`config.mk`:
```
export PLATFORM = sky130hd
export DESIGN_NAME = i2c_irq_hold_ctrl
export DESIGN_NICKNAME = d
export VERILOG_FILES = /design/src/rtl/i2c_irq_pkg.sv /design/src/rtl/irq_buf_tracker.sv /design/src/rtl/irq_flag_bank.sv /design/src/rtl/irq_line_drive.sv /design/src/rtl/i2c_irq_hold_ctrl.sv
export SDC_FILE = /design/constraint.sdc
export NUM_CORES = 1
export LEC_CHECK = 0
export BUFFER_PORTS_ARGS = -buffer_cell sky130_fd_sc_hd__buf_2
export CAP_MARGIN = 20
export CORE_ASPECT_RATIO = 0.8
export CORE_UTILIZATION = 25
export CTS_BUF_LIST = sky130_fd_sc_hd__clkbuf_8
export DETAILED_ROUTE_END_ITERATION = 8
export MAX_ROUTING_LAYER = met4
export SETUP_SLACK_MARGIN = 0.5
export SLEW_MARGIN = 10
export SYNTH_ARGS = -nofsm -noshare
export SYNTH_HDL_FRONTEND = slang
export SYNTH_HIERARCHICAL = 1
export SYNTH_SLANG_ARGS = --single-unit
export TNS_END_PERCENT = 10
```
`constraint.sdc`:
```
create_clock -name clk -period 3.68 [get_ports clk]
set_clock_uncertainty 0.05 [all_clocks]
set_input_delay 0.368 -clock clk [delete_from_list [all_inputs] [get_ports clk]]
set_output_delay 0.368 -clock clk [all_outputs]
set_load 0.005 [all_outputs]
```
`src/rtl/i2c_irq_pkg.sv`:
```
package i2c_irq_pkg;
  localparam int unsigned NUM_FLAGS = 3;
  localparam int unsigned FLG_DATA  = 0;
  localparam int unsigned FLG_END   = 1;
  localparam int unsigned FLG_PROTO = 2;

  typedef logic [NUM_FLAGS-1:0] flag_vec_t;

  // width of a location index for a buffer of n locations
  function automatic int unsigned loc_idx_w(input int unsigned n);
    return (n > 1) ? $clog2(n) : 1;
  endfunction
endpackage

```
`src/rtl/irq_buf_tracker.sv`:
```
module irq_buf_tracker #(
  parameter int unsigned LOCS  = 4,
  parameter int unsigned IDX_W = 2
) (
  input  logic             clk,
  input  logic             rst_n,
  input  logic [IDX_W-1:0] cfg_size_m1,
  input  logic             cfg_sw_clear,
  input  logic             mode_slave_tx,
  input  logic             ev_byte_done,
  input  logic             ev_xfer_end,
  input  logic             acc_valid,
  input  logic [IDX_W-1:0] acc_idx,
  input  logic             d_now,
  input  logic             d_next,
  output logic             hw_set_d,
  output logic             hw_clr_d
);
  logic [IDX_W-1:0] idx_q, idx_d;
  logic [LOCS-1:0]  mask_q, mask_d;
  logic [LOCS-1:0]  need, acc_oh;
  logic             byte_take, last_byte, early_end, all_seen;

  // locations that a complete access must cover
  function automatic logic [LOCS-1:0] need_mask(input logic [IDX_W-1:0] m1);
    logic [LOCS-1:0] m;
    for (int i = 0; i < LOCS; i++) m[i] = (i <= int'(m1));
    return m;
  endfunction

  // one-hot of a counted access, zero when out of range
  function automatic logic [LOCS-1:0] access_bit(input logic v, input logic [IDX_W-1:0] ix,
                                                 input logic [IDX_W-1:0] m1);
    logic [LOCS-1:0] m;
    m = '0;
    if (v && (ix <= m1)) m[ix] = 1'b1;
    return m;
  endfunction

  always_comb begin
    need      = need_mask(cfg_size_m1);
    acc_oh    = access_bit(acc_valid, acc_idx, cfg_size_m1);
    byte_take = ev_byte_done & ~d_now;
    last_byte = byte_take & (idx_q == cfg_size_m1);
    early_end = ev_xfer_end & mode_slave_tx & ~d_now;
    hw_set_d  = last_byte | early_end;
    all_seen  = (((mask_q | acc_oh) & need) == need);
    hw_clr_d  = d_now & ~cfg_sw_clear & (|acc_oh) & all_seen;
  end

  always_comb begin
    idx_d = idx_q;
    if (d_now && !d_next)  idx_d = '0;
    else if (last_byte)    idx_d = '0;
    else if (byte_take)    idx_d = idx_q + IDX_W'(1);
    mask_d = (d_now && d_next) ? (mask_q | acc_oh) : '0;
  end

  always_ff @(posedge clk or negedge rst_n) begin
    if (!rst_n) begin
      idx_q  <= '0;
      mask_q <= '0;
    end else begin
      idx_q  <= idx_d;
      mask_q <= mask_d;
    end
  end

  // a freshly set data flag starts with no locations accessed
  assert_mask_fresh_R9: assert property (@(posedge clk) disable iff (!rst_n)
    $rose(d_now) |-> (mask_q == '0));

  // clearing the data flag sends the index home
  assert_idx_home_R3: assert property (@(posedge clk) disable iff (!rst_n)
    (d_now && !d_next) |=> (idx_q == '0));

  // in software-clear mode the tracker never requests a clear
  assert_no_hw_clear_R10: assert property (@(posedge clk) disable iff (!rst_n)
    cfg_sw_clear |-> !hw_clr_d);
endmodule

```
`src/rtl/irq_flag_bank.sv`:
```
module irq_flag_bank
  import i2c_irq_pkg::*;
(
  input  logic      clk,
  input  logic      rst_n,
  input  flag_vec_t hw_set,
  input  flag_vec_t hw_clr,
  input  flag_vec_t sw_we,
  input  flag_vec_t sw_wdata,
  output flag_vec_t flags_q,
  output flag_vec_t flags_next
);
  for (genvar g = 0; g < NUM_FLAGS; g++) begin : g_flag
    // hardware set has priority over every kind of clear
    always_comb begin
      if (hw_set[g])     flags_next[g] = 1'b1;
      else if (sw_we[g]) flags_next[g] = sw_wdata[g];
      else               flags_next[g] = flags_q[g] & ~hw_clr[g];
    end

    always_ff @(posedge clk or negedge rst_n) begin
      if (!rst_n) flags_q[g] <= 1'b0;
      else        flags_q[g] <= flags_next[g];
    end

    // a set event always leaves the flag high
    assert_set_wins_R11: assert property (@(posedge clk) disable iff (!rst_n)
      hw_set[g] |=> flags_q[g]);

    // an idle flag with no write and no event keeps its value
    assert_flag_stable_R8: assert property (@(posedge clk) disable iff (!rst_n)
      (!hw_set[g] && !hw_clr[g] && !sw_we[g]) |=> $stable(flags_q[g]));
  end
endmodule

```
`src/rtl/irq_line_drive.sv`:
```
module irq_line_drive
  import i2c_irq_pkg::*;
(
  input  logic      clk,
  input  logic      rst_n,
  input  flag_vec_t flags,
  input  logic      mode_master,
  input  logic      mode_slave_sel,
  output logic      irq_data,
  output logic      irq_proto,
  output logic      scl_pull_low
);
  logic any_pending, bus_owned;

  always_comb begin
    any_pending  = |flags;
    bus_owned    = mode_master | mode_slave_sel;
    irq_data     = flags[FLG_DATA] | flags[FLG_END];
    irq_proto    = flags[FLG_PROTO];
    scl_pull_low = any_pending & bus_owned;
  end

  // with nothing pending the line is always released
  assert_scl_release_R7: assert property (@(posedge clk) disable iff (!rst_n)
    (flags == '0) |-> !scl_pull_low);

  // an idle, unaddressed peripheral never stretches the clock
  assert_scl_idle_R7: assert property (@(posedge clk) disable iff (!rst_n)
    (!mode_master && !mode_slave_sel) |-> !scl_pull_low);

  // the protocol line never shows the data-side flags
  assert_proto_split_R6: assert property (@(posedge clk) disable iff (!rst_n)
    !flags[FLG_PROTO] |-> !irq_proto);
endmodule

```
`src/rtl/i2c_irq_hold_ctrl.sv`:
```
module i2c_irq_hold_ctrl
  import i2c_irq_pkg::*;
#(
  parameter int unsigned BUF_LOCS = 4,
  localparam int unsigned IDX_W   = loc_idx_w(BUF_LOCS)
) (
  input  logic             clk,
  input  logic             rst_n,
  input  logic [IDX_W-1:0] cfg_size_m1,
  input  logic             cfg_sw_clear,
  input  logic             mode_master,
  input  logic             mode_slave_sel,
  input  logic             mode_slave_tx,
  input  logic             ev_byte_done,
  input  logic             ev_xfer_end,
  input  logic             ev_proto,
  input  logic             buf_acc_valid,
  input  logic [IDX_W-1:0] buf_acc_idx,
  input  logic [2:0]       sw_flag_we,
  input  logic [2:0]       sw_flag_wdata,
  output logic             irq_data,
  output logic             irq_proto,
  output logic             scl_pull_low
);
  flag_vec_t flags_q, flags_next, hw_set, hw_clr;
  logic      hw_set_d, hw_clr_d;

  irq_buf_tracker #(.LOCS(BUF_LOCS), .IDX_W(IDX_W)) u_tracker (
    .clk           (clk),
    .rst_n         (rst_n),
    .cfg_size_m1   (cfg_size_m1),
    .cfg_sw_clear  (cfg_sw_clear),
    .mode_slave_tx (mode_slave_tx),
    .ev_byte_done  (ev_byte_done),
    .ev_xfer_end   (ev_xfer_end),
    .acc_valid     (buf_acc_valid),
    .acc_idx       (buf_acc_idx),
    .d_now         (flags_q[FLG_DATA]),
    .d_next        (flags_next[FLG_DATA]),
    .hw_set_d      (hw_set_d),
    .hw_clr_d      (hw_clr_d)
  );

  always_comb begin
    hw_set             = '0;
    hw_clr             = '0;
    hw_set[FLG_DATA]   = hw_set_d;
    hw_set[FLG_END]    = ev_xfer_end;
    hw_set[FLG_PROTO]  = ev_proto;
    hw_clr[FLG_DATA]   = hw_clr_d;
  end

  irq_flag_bank u_flags (
    .clk        (clk),
    .rst_n      (rst_n),
    .hw_set     (hw_set),
    .hw_clr     (hw_clr),
    .sw_we      (sw_flag_we),
    .sw_wdata   (sw_flag_wdata),
    .flags_q    (flags_q),
    .flags_next (flags_next)
  );

  irq_line_drive u_lines (
    .clk            (clk),
    .rst_n          (rst_n),
    .flags          (flags_q),
    .mode_master    (mode_master),
    .mode_slave_sel (mode_slave_sel),
    .irq_data       (irq_data),
    .irq_proto      (irq_proto),
    .scl_pull_low   (scl_pull_low)
  );

  // software-clear mode keeps the data flag until software writes it
  assert_sw_only_clear_R10: assert property (@(posedge clk) disable iff (!rst_n)
    (cfg_sw_clear && flags_q[FLG_DATA] && !sw_flag_we[FLG_DATA]) |=> flags_q[FLG_DATA]);

  // a transfer end always reaches the data interrupt line
  assert_end_irq_R4: assert property (@(posedge clk) disable iff (!rst_n)
    ev_xfer_end |=> irq_data);
endmodule

```
## Yosys cells after proc, flatten, opt, wreduce, memory -nomap -nowiden

Index checks and enable logic that the tools add are counted.

| cells by class | value |
|---|---|
| $lt $le $gt $ge | 6 |
| bitwise operators | 17 |
| equality and inequality tests | 2 |
| multiplexer cells | 13 |
| reduce and logical (&&, ||, !) cells | 10 |
| $add $sub $neg | 1 |

Operator list:

| kind | number |
|---|---|
| 1-bit bitwise AND | 9 |
| 4-bit 2-to-1 mux | 2 |
| 1-bit 2-to-1 mux | 7 |
| 2-bit 2-to-1 mux | 3 |
| 4-bit bitwise AND | 1 |
| 4-bit equality test | 1 |
| 2-bit <= comparator (first input constant) | 2 |
| 1-bit logical AND | 4 |
| 4-bit OR | 1 |
| 2-bit nonzero test | 2 |
| 4-bit OR reduction | 1 |
| 2-bit by 3-bit less-than comparator with 1-bit output (second input constant) | 1 |
| 1-bit inverter | 3 |
| 1-bit OR | 3 |
| 3-bit nonzero test | 1 |
| 3-bit OR reduction | 1 |
| 2-bit by 1-bit adder with 2-bit output (second input constant) | 1 |
| 1-bit demux with 2-bit select | 1 |
| 2-bit equality test | 1 |
| 2-bit by 1-bit greater-or-equal comparator with 1-bit output (second input constant) | 1 |
| 1-bit by 2-bit <= comparator with 1-bit output (first input constant) | 1 |
| 2-bit <= comparator | 1 |
| 1-bit logical NOT | 1 |

| word-level totals | value |
|---|---|
| word-level logic and storage cells | 54 |
| register bits | 9 |
| output and inout bits | 3 |
| bits of input ports | 20 |

## Depth between registers and ports, before layout

Gate-level depths: netlist of run 1.

| depth | value |
|---|---|
| depth in word-level cells | 16 |
| depth in mapped cells | 11 |

## By module

The synthesis of run 1 kept the hierarchy.

By module, submodules not included:

| module | times used | area each (um^2) | cells an instance |
|---|---|---|---|
| irq_buf_tracker | 1 | 431.7 | 52 |
| irq_flag_bank | 1 | 116.4 | 9 |
| irq_line_drive | 1 | 23.8 | 3 |
| i2c_irq_hold_ctrl | 1 | 3.8 | 1 |

## Worst setup path before layout of run 1

OpenSTA, ideal clock, no wires.

| timing path | value |
|---|---|
| path kind | input to register |
| start point | input port cfg_size_m1[1] |
| end point | register u_tracker.idx_q[0] |
| required time | 3,510 ps |
| path slack | 1,354 ps |
| stages on the path | 11 |
| path buffers | 0 |
| arrival time | 2,156 ps |
| cells stage by stage | inv_1 ha_1 nor2b_1 o21ai_0 nand2_1 nor4_2 nor2_1 a221o_1 and2_1 o21ai_0 nand2_1 |

| on the way | value |
|---|---|
| word-level cells in the longest chain between the ends | 14 |
| elaborated cells on any way between the ends | 24 |

Ends and longest elaborated chain:

| what | RTL line | text |
|---|---|---|
| from (decl) | i2c_irq_hold_ctrl.sv:9 | `input logic [IDX_W-1:0] cfg_size_m1,` |
| 2-bit <= comparator | irq_buf_tracker.sv:36 | `if (v && (ix <= m1)) m[ix] = 1'b1;` |
| 1-bit logical AND | irq_buf_tracker.sv:36 |  |
| 4-bit 2-to-1 mux | irq_buf_tracker.sv:36 |  |
| 4-bit OR | irq_buf_tracker.sv:47 | `all_seen = (((mask_q \| acc_oh) & need) == need);` |
| 4-bit bitwise AND | irq_buf_tracker.sv:47 |  |
| 4-bit equality test | irq_buf_tracker.sv:47 |  |
| 1-bit bitwise AND (*) | irq_buf_tracker.sv:48 | `hw_clr_d = d_now & ~cfg_sw_clear & (\|acc_oh) & all_seen;` |
| named net hw_clr_d | i2c_irq_hold_ctrl.sv:26 | `logic hw_set_d, hw_clr_d;` |
| 1-bit inverter (*) | irq_flag_bank.sv:18 | `else flags_next[g] = flags_q[g] & ~hw_clr[g];` |
| 1-bit bitwise AND (*) | irq_flag_bank.sv:18 |  |
| 1-bit 2-to-1 mux (*) | irq_flag_bank.sv:17 | `else if (sw_we[g]) flags_next[g] = sw_wdata[g];` |
| 1-bit 2-to-1 mux (*) | irq_flag_bank.sv:16 | `if (hw_set[g]) flags_next[g] = 1'b1;` |
| named net flags_next[0] | i2c_irq_hold_ctrl.sv:25 | `flag_vec_t flags_q, flags_next, hw_set, hw_clr;` |
| 1-bit logical NOT (*) | irq_buf_tracker.sv:53 | `if (d_now && !d_next) idx_d = '0;` |
| 1-bit logical AND (*) | irq_buf_tracker.sv:53 |  |
| 3-bit nonzero test (no source line) or 2-bit 2-to-1 mux (tied branches) | n/a |  |
| to (signal assigned) | irq_buf_tracker.sv:64 | `idx_q <= idx_d;` |
| to (decl) | irq_buf_tracker.sv:19 | `logic [IDX_W-1:0] idx_q, idx_d;` |

Mark *: on every way through the listed nets, which the timed path passes. The rest lies on a longest branch.
A chain may end at the register's enable or synchronous reset.

## Worst setup path in the final report of run 1

Same ends and word-level chain as after synthesis.

==> results of run 1 <==
## cells by family (layout without fill, tap and decap cells)
kind of cell,after synthesis,count (layout),synth area share
compound gates,20,20,0.272
xor+xnor,2,2,0.0304
fa+ha+maj,2,2,0.0435
buf+inv,7,33,0.0522
flops,9,9,0.391
other cells,1,2,0.00652
simple gates,24,24,0.204
## flip-flops by register name, indices dropped and copies added, names as in the netlist
name              count
u_tracker/mask_q      4
u_flags/flags_q       3
u_tracker/idx_q       2
## power groups by stage
| stage | logic, mW | registers, mW | clock network [mW] |
|---|---|---|---|
| after floorplan | 0.0472 | 0.123 | 0 |
| after global placement | 0.0703 | 0.126 | 0 |
| after detailed placement | 0.0714 | 0.126 | 0 |
| after CTS | 0.0725 | 0.125 | 0.114 |
| after global routing | 0.0828 | 0.127 | 0.117 |
| final | 0.0722 | 0.125 | 0.110 |
## synth_stat cells (all sizes together)
cell type  n
dfrtp      9
nor2       9
nand2      8
inv        6
o21ai      5
a221o      3
o41ai      3
ha         2
xnor2      2
a211o      1
a21oi      1
a32oi      1
a41oi      1
and2       1
and2b      1
and3       1
buf        1
conb       1
nor2b      1
nor4       1
o221ai     1
o22ai      1
o311a      1
o311ai     1
o32a       1
or2        1
or2b       1
## cell type report
type / instances / area (µm²) / area share
Multi-Input combinational cell: 50 / 324 / 0.422
Clock buffer: 3 / 41.3 / 0.0537
Tap cell: 25 / 31.3 / 0.0407
Timing Repair Buffer: 23 / 120 / 0.156
Clock inverter: 1 / 3.75 / 0.00489
Inverter: 6 / 22.5 / 0.0293
Sequential cell: 9 / 225 / 0.293
## through the flow
stage / cells / setup WS (ns) / total power [mW] / utilization / hold WS, ns
after floorplan: 66 / 1.35 / 0.170 / - / 0.0224
after global placement: 112 / 1.05 / 0.197 / 0.330 / 0.181
after detailed placement: 112 / 1.01 / 0.198 / 0.330 / 0.179
after CTS: 117 / 1.24 / 0.311 / 0.356 / 0.283
after global routing: 117 / 1.11 / 0.327 / 0.356 / 0.298
final: 117 / 1.24 / 0.308 / 0.356 / 0.294
## metal layers
metal,share of wire,GRT usage
met5,0,-
met4,0,0.0300
met3,0.047,0.0344
met2,0.47,0.195
met1,0.48,0.131
## path summary, 6_finish.rpt
kind | startpoint | cells past startpoint | to | slack [ns]
max in group asynchronous | rst_n | 2 | u_tracker/mask_q[0] | 2.94
min in group asynchronous | rst_n | 2 | u_tracker/mask_q[2] | 0.46
hold reg to reg | u_tracker/mask_q[0] | 2 | u_tracker/mask_q[0] | 0.42
setup / recovery | cfg_size_m1[1] | 12 | u_tracker/idx_q[0] | 1.24
hold / removal | ev_proto | 2 | u_flags/flags_q[2] | 0.29
setup reg to reg | u_flags/flags_q[0] | 9 | u_tracker/idx_q[0] | 1.64
==> impl_metrics.json, run 1 <==
{
  "run_status": "finished clean",
  "routedWlPerCell_um": 10.5,
  "vias_per_cell": 4.75,
  "full_die_area_um2": 2500,
  "fin_nets": 115,
  "insertedDiodeCount": 0,
  "final_setup_vio_count": 0,
  "core.rowCount": 15,
  "hold_viol_final": 0,
  "mostFrequentLayoutCells": "buf_2, nor2_1, dfrtp_1",
  "timing.critical_path.cells": "buf_2 -> inv_1 -> ha_1 -> nor2b_1 -> o21ai_0 -> nand2_1 -> nor4_2 -> nor2_1 -> a221o_1 -> and2_1 -> o21ai_0 -> nand2_1",
  "filler_cell_count": 217,
  "clock_latency_on_the_worst_skew_pair_ns": 0.23,
  "drt_first_pass_iters": 4,
  "maxCapViolCount": 0,
  "setup.worst_path.class": "in2reg",
  "tritoncts": "done",
  "worst-endpoint-arrival_ns": 2.50,
  "peak_supply_drop_v": 0.000221,
  "layout.cells.most_common": "buf_2",
  "power.sequential.fraction": 0.407,
  "detailedRoute.firstIterationViolations": 9,
  "period_share": 0.662,
  "post-route-drc-count": 0,
  "top_family_by_delay_on_critical_path": "simple AND/OR/NAND/NOR gates",
  "synth_top_area_share": 0.391,
  "total_leakage_power_nw": 0.365,
  "rsz0062_at_grt": "no",
  "synth.yosys.seq_area_share": 0.391,
  "achievable_frequency_mhz": 410,
  "ys.warnings.count": 6,
  "clkTransAtPathRegs_ns": 0.05,
  "worstPathMaxFanout": 5,
  "finish.instance_area_um2": 768,
  "initial_standard_cell_utilization_of_the_core": 0.267,
  "number_of_global_route_vias_before_repair": 501,
  "num_io_pins": 23,
  "share_clk_of_total_power": 0.359,
  "cts_max_path_buffers": 2,
  "grt_antenna_before_repair": 0,
  "cts_repair_resize_count": 0,
  "p_switching_mw": 0.0894,
  "synth_cells": 65,
  "final_antenna_net_count": 0,
  "share_of_power_burned_in_combinational_logic": 0.234,
  "fp.coreArea_um2": 2160,
  "port_buffers": 22,
  "worst_setup_path_end_kind": "flop",
  "clock_tree.htree_level_count": 1,
  "die_h_um": 44.9,
  "clk_root_buffer_cell": "clkbuf_8",
  "setup.worst_path.start_class": "primary input",
  "via_count": 556,
  "power_per_cell_area_nw_per_um2": 401,
  "worst-path-buf-inv": 2,
  "cts_post_setup_buffers_inserted": 0,
  "ys_top_cells_by_area": "dfrtp_1, nor2_1, a221o_1, nand2_1, o41ai_1",
  "cts.sink_count": 9,
  "synth-seq-cells": 9,
  "synthesis.area_um2": 576,
  "slew_viol_final": 0,
  "grt_max_degree": 10,
  "critical_path_required_ns": 3.75,
  "min_period_ns": 2.44,
  "synth.avg_cell_area_um2": 8.85,
  "post_dp_cell_area_um2": 713,
  "area_growth_pct": 33.5,
  "final_routed_wirelength_um": 1230,
  "track_usage": 0.113,
  "cpMaxStageDelayCell": "a221o_1",
  "synth.distinct_cells": 28,
  "switching_share": 0.290,
  "globalplace.congestion": 0.883,
  "grt_first_pass_wirelength_um": 2040,
  "global_route.overflow_total": 0,
  "fin_tns_setup_ns": 0,
  "holdCritPathClass": "in2reg",
  "cts-buffers-inserted": 3,
  "die_x_um": 55.6,
  "drive_above_1_share": 0.304,
  "hpwlAfterDp_um": 1010,
  "power.internal_mw": 0.218,
  "yosysTopAreaCell": "dfrtp_1",
  "slowest_delay_ns": 0.34,
  "post_cts_hold_buffer_count": 1
}
Note: power is estimated with default switching activity, not from simulation.
==> inputs of run 2 (changes only) <==
==> constraint.sdc (replaced) <==
create_clock -name clk -period 2.15 [get_ports clk]
set_clock_uncertainty 0.05 [all_clocks]
set_input_delay 0.215 -clock clk [delete_from_list [all_inputs] [get_ports clk]]
set_output_delay 0.215 -clock clk [all_outputs]
set_load 0.005 [all_outputs]
==> run 2 against run 1 <==
  * Critical path depth did not move
  * Register-to-register slack worse by 1.4 ns
  * Clock power up 71%
  * Setup slack lost 1.0 ns
  * Highest routed layer unchanged
  * Wire length grew 16%
  * Flip-flop and latch count unchanged
  * Count of clock-buffer cells in the layout stayed put
  * Largest power group unchanged
  * Global-route usage up 1.6 points
  * Final cell count up 5.1%
  * Sequential power rose by 69%
  * First-iteration DRC count is 67% higher
  * Via count rose by 8.5%
==> impl_metrics.json, run 2 (synthesis gave the netlist of run 1 again) <==
{
  "run_status": "finished clean",
  "drt_first_pass_iters": 4,
  "via_count": 603,
  "hold_wc_startpoint": "ev_proto",
  "met2_length_um": 727,
  "worstHoldPathCells": 2,
  "worst-path-buf-inv": 2,
  "global_route.overflow_total": 0,
  "worst_hold_path.endpoint": "u_flags/flags_q[2]",
  "power_per_cell_area_nw_per_um2": 640,
  "r2r-start": "u_tracker/mask_q[2]",
  "clkTransAtPathRegs_ns": 0.05,
  "min_period_ns": 1.92,
  "total_leakage_power_nw": 0.424,
  "peak_supply_drop_v": 0.000336,
  "num_io_pins": 23,
  "number_of_global_route_vias_before_repair": 567,
  "reg2reg_slack_ns": 0.23,
  "globalplace.congestion": 0.841,
  "period_share": 0.895,
  "worstPathMaxFanout": 4,
  "cts_max_path_buffers": 2,
  "initial_standard_cell_utilization_of_the_core": 0.267,
  "largest_reg_flops": 4,
  "worst_setup_path_end_kind": "flop",
  "tritoncts": "done",
  "detailroute.wirelength.met3_um": 54,
  "maxCapViolCount": 0,
  "final_routed_wirelength_um": 1430,
  "grt_max_degree": 10,
  "top_family_by_delay_on_critical_path": "simple AND/OR/NAND/NOR gates",
  "reg_top3": "u_tracker/mask_q: 4 flops, u_flags/flags_q: 3 flops, u_tracker/idx_q: 2 flops",
  "critical_path_required_ns": 2.21,
  "filler_cell_count": 203,
  "cts.sink_count": 9,
  "clock_tree.htree_level_count": 1,
  "slowest_delay_ns": 0.37,
  "mostFrequentLayoutCells": "buf_2, nor2_1, dfrtp_1",
  "layout.cells.most_common": "buf_2",
  "achievable_frequency_mhz": 520,
  "fin_nets": 121,
  "area_growth_pct": 54.3,
  "cpMaxStageDelayCell": "a221o_1",
  "port_buffers": 22,
  "fin_tns_setup_ns": 0,
  "post-route-drc-count": 0,
  "die_h_um": 44.9,
  "timing.critical_path.cells": "buf_8 -> inv_8 -> ha_4 -> nor2b_4 -> o21ai_2 -> nand2_1 -> nor4_2 -> nor2_1 -> a221o_1 -> and2_4 -> o21ai_2 -> nand2_1",
  "final_antenna_net_count": 0,
  "hpwlAfterDp_um": 1110,
  "holdCritPathClass": "in2reg",
  "vias_per_cell": 4.90,
  "top_register": "u_tracker/mask_q",
  "cts-buffers-inserted": 3,
  "drive_above_1_share": 0.429,
  "setup.worst_path.start_class": "primary input",
  "clk_root_buffer_cell": "clkbuf_8",
  "hold_viol_final": 0,
  "met1_length_um": 643,
  "core.rowCount": 15,
  "detailedRoute.firstIterationViolations": 15,
  "grt_first_pass_wirelength_um": 2410,
  "setup.worst_path.class": "in2reg",
  "route.top_layer_used": "met3",
  "slew_viol_final": 0,
  "clock_latency_on_the_worst_skew_pair_ns": 0.23,
  "r2r_cells": 8,
  "number_of_gates_on_the_worst_path_with_buffers_counted": 12,
  "fin_hold_ws_ns": 0.134,
  "rsz0062_at_grt": "yes",
  "die_x_um": 55.6,
  "final_setup_vio_count": 0,
  "crit-reg2reg-capture": "u_tracker/idx_q[0]",
  "track_usage": 0.129,
  "grt_antenna_before_repair": 0,
  "insertedDiodeCount": 0,
  "routedWlPerCell_um": 11.6,
  "worst-endpoint-arrival_ns": 1.98,
  "fp.coreArea_um2": 2160,
  "full_die_area_um2": 2500
}
==> run 2: cell types whose count changed in the layout (fill, tap and decap cells not counted), sizes merged <==
cell	delta
buf	+6
==> run 2: worst max path at each step <==
| stage | end | slack [ns] | from |
|---|---|---|---|
| floorplan | u_tracker/idx_q[0] | 0.33 | buf_acc_idx[1] |
| global placement | u_tracker/idx_q[1] | 0.08 | buf_acc_idx[1] |
| detailed placement | u_tracker/idx_q[0] | 0.03 | buf_acc_idx[1] |
| CTS | u_tracker/idx_q[0] | 0.21 | u_tracker/mask_q[1] |
| global route | u_tracker/mask_q[1] | 0.07 | u_tracker/mask_q[1] |
| finish | u_tracker/idx_q[0] | 0.23 | cfg_size_m1[1] |
==> run 2: report_power, final <==
part / leakage [nW] / switching [mW] / internal, mW
clock: 0.0269 / 0.0640 / 0.124
combinational: 0.282 / 0.0833 / 0.0867
sequential: 0.115 / 0.0205 / 0.190
==> run 2: per-stage QoR <==
step | cell area, µm² | utilization | std cells | setup slack (ns) | power [mW]
after floorplan | 602 | - | 66 | 0.326 | 0.298
after global placement | 758 | 0.351 | 115 | 0.0777 | 0.355
after detailed placement | 758 | 0.351 | 115 | 0.0335 | 0.359
after CTS | 821 | 0.380 | 121 | 0.214 | 0.554
after global routing | 888 | 0.412 | 123 | 0.0741 | 0.606
final | 888 | 0.412 | 123 | 0.226 | 0.569
==> run 2: layout make-up <==
cell class                 instances  area [µm²]  area share
multi-input combinational         50         369       0.415
sequential                         9         225       0.254
timing repair buffer              29         188       0.211
clock buffer                       3        41.3      0.0465
tap                               25        31.3      0.0352
inverter                           6        30.0      0.0338
clock inverter                     1        3.75     0.00423
==> run 2: timing repair <==
item,in CTS,in global routing
buffers inserted,1,2
resized for setup,0,18
endpoints found under the setup margin,7,7
hold buffers,1,0
pin swaps,1,11
hold endpoints to repair,9,0
==> run 2: routing by layer <==
layer	vias up	track usage
li1	308	-
met1	275	0.153
met2	20	0.222
met3	0	0.0172
met4	0	0.0650
met5	-	-
==> inputs of run 3 (changes only) <==
--- a/config.mk
+++ b/config.mk
@@ -12,7 +12,6 @@
 export CTS_BUF_LIST = sky130_fd_sc_hd__clkbuf_8
 export DETAILED_ROUTE_END_ITERATION = 8
 export MAX_ROUTING_LAYER = met4
-export SETUP_SLACK_MARGIN = 0.5
 export SLEW_MARGIN = 10
 export SYNTH_ARGS = -nofsm -noshare
 export SYNTH_HDL_FRONTEND = slang
==> run 3 against run 2 <==
  * Wire length up 0.70%
  * Register-to-register slack worse by 0.02 ns
  * Global-route usage hardly changed
  * Setup slack got worse by 0.13 ns
  * Critical endpoint unchanged
  * Highest routed layer unchanged
  * Non-clock buffer count grew 4
  * Largest cell class unchanged
  * Maximum frequency fell by 6.3%
==> impl_metrics.json, run 3 (synthesis gave the netlist of run 1 again) <==
{
  "run_status": "finished clean",
  "insertedDiodeCount": 0,
  "slew_viol_final": 0,
  "final_antenna_net_count": 0,
  "global_route.overflow_total": 0,
  "timing.critical_path.cells": "buf_2 -> inv_1 -> ha_1 -> nor2b_1 -> o21ai_1 -> nand2_1 -> nor4_2 -> nor2_1 -> a221o_1 -> and2_4 -> o21ai_1 -> nand2_1",
  "initial_standard_cell_utilization_of_the_core": 0.267,
  "via_count": 602,
  "cts_max_path_buffers": 2,
  "grt_first_pass_wirelength_um": 2350,
  "slowest_delay_ns": 0.33,
  "final_core_util": 0.393,
  "holdCritPathClass": "in2reg",
  "total_leakage_power_nw": 0.414,
  "power_per_cell_area_nw_per_um2": 660,
  "die_h_um": 44.9,
  "worst-endpoint-arrival_ns": 2.12,
  "critical_path_required_ns": 2.22,
  "cts-buffers-inserted": 3,
  "track_usage": 0.129,
  "hold_viol_final": 0,
  "reg_top3": "u_tracker/mask_q: 4 flops, u_flags/flags_q: 3 flops, u_tracker/idx_q: 2 flops",
  "hpwlAfterDp_um": 1210,
  "setup.worst_path.start_class": "primary input",
  "worstSetupStartpoint": "cfg_size_m1[1]",
  "worst_slack_ns": 0.0957,
  "full_die_area_um2": 2500,
  "clk_root_buffer_cell": "clkbuf_8",
  "final_setup_vio_count": 0,
  "post-route-drc-count": 0,
  "core.rowCount": 15,
  "final_routed_wirelength_um": 1440,
  "crit-reg2reg-capture": "u_tracker/mask_q[0]",
  "worstPathMaxFanout": 4,
  "port_buffers": 22,
  "mostFrequentLayoutCells": "buf_2, buf_4, nor2_1, dfrtp_1, nand2_1",
  "clock_latency_on_the_worst_skew_pair_ns": 0.23,
  "setup.worst_path.class": "in2reg",
  "worst_setup_path_end_kind": "flop",
  "die_x_um": 55.6,
  "fin_nets": 125,
  "area_growth_pct": 47.4,
  "vias_per_cell": 4.74,
  "routedWlPerCell_um": 11.3,
  "maxCapViolCount": 0,
  "placedCellCount": 121,
  "num_io_pins": 23,
  "cpMaxStageDelayCell": "a221o_1",
  "layout.cells.most_common": "buf_2",
  "grt_antenna_before_repair": 0,
  "rsz0062_at_grt": "yes",
  "clkTransAtPathRegs_ns": 0.04,
  "finish.instance_area_um2": 848,
  "drt_first_pass_iters": 4,
  "filler_cell_count": 222,
  "number_of_global_route_vias_before_repair": 571,
  "r2r_cells": 9,
  "fp.coreArea_um2": 2160,
  "post_dp_cell_area_um2": 781,
  "detailedRoute.firstIterationViolations": 9,
  "achievable_frequency_mhz": 487,
  "drive_above_1_share": 0.392,
  "min_period_ns": 2.05,
  "cts.sink_count": 9,
  "report.power.total_mw": 0.560,
  "stdcell_count": 127,
  "top_register": "u_tracker/mask_q",
  "largest_reg_flops": 4,
  "globalplace.congestion": 0.834,
  "worst_setup_path_endpoint": "u_tracker/idx_q[0]",
  "peak_supply_drop_v": 0.000373,
  "r2r-start": "u_tracker/mask_q[1]",
  "tritoncts": "done",
  "pre_cts_slack_ns": -0.192,
  "clock_tree.htree_level_count": 1,
  "reg2reg_slack_ns": 0.21,
  "grt_max_degree": 10,
  "period_share": 0.956
}
-- run 3: worst min-delay path by stage --
stage | start | end | slack, ns | cells past startpoint
global route | ev_proto | u_flags/flags_q[2] | 0.14 | 2
CTS | ev_proto | u_flags/flags_q[2] | 0.13 | 2
floorplan | rst_n | u_flags/flags_q[0] | -0.13 | 0
global placement | rst_n | u_flags/flags_q[2] | 0.03 | 1
detailed placement | rst_n | u_flags/flags_q[1] | 0.03 | 1
finish | ev_proto | u_flags/flags_q[2] | 0.14 | 2
-- run 3: cell type report --
cell class / instances / area [µm²] / area share
clock inverters: 1 / 3.75 / 0.00442
flip-flops and latches: 9 / 225 / 0.265
repair buffers: 33 / 195 / 0.230
inverters: 6 / 22.5 / 0.0265
multi-input cells: 50 / 329 / 0.388
well taps: 25 / 31.3 / 0.0369
clock buffers: 3 / 41.3 / 0.0487
-- run 3: critical path: cells and delay by family --
family	cells	cell delay, ns
adder cells (fa/ha/maj)	1	0.31
AND/OR/NAND/NOR	6	0.81
buffers and inverters	2	0.15
AO/OA/AOI/OAI	3	0.62
-- run 3: routing by layer --
layer | vias up | track usage | share of wire
met4 | 0 | 0.0750 | 0
li1 | 312 | - | -
met5 | - | - | 0
met3 | 0 | 0.0258 | 0.032
met1 | 276 | 0.140 | 0.46
met2 | 14 | 0.229 | 0.51
-- run 3: power by group --
part | leakage [nW] | switching (mW) | internal (mW)
sequential | 0.115 | 0.0187 | 0.190
clock | 0.0269 | 0.0634 | 0.124
combinational | 0.273 | 0.0773 | 0.0859
total | 0.414 | 0.159 | 0.400
-- run 3: per-stage QoR --
| stage | hold WS (ns) | setup TNS (ns) |
|---|---|---|
| floorplan | -0.131 | 0 |
| global placement | 0.0275 | -0.447 |
| detailed placement | 0.0284 | -0.853 |
| CTS | 0.132 | 0 |
| global route | 0.144 | -0.00764 |
| finish | 0.139 | 0 |
-- run 3: timing repair --
action	CTS	global route
setup endpoints to repair	0	4
setup buffers	0	1
gates resized for setup	0	3
hold buffers	1	0
hold endpoints to repair	9	0
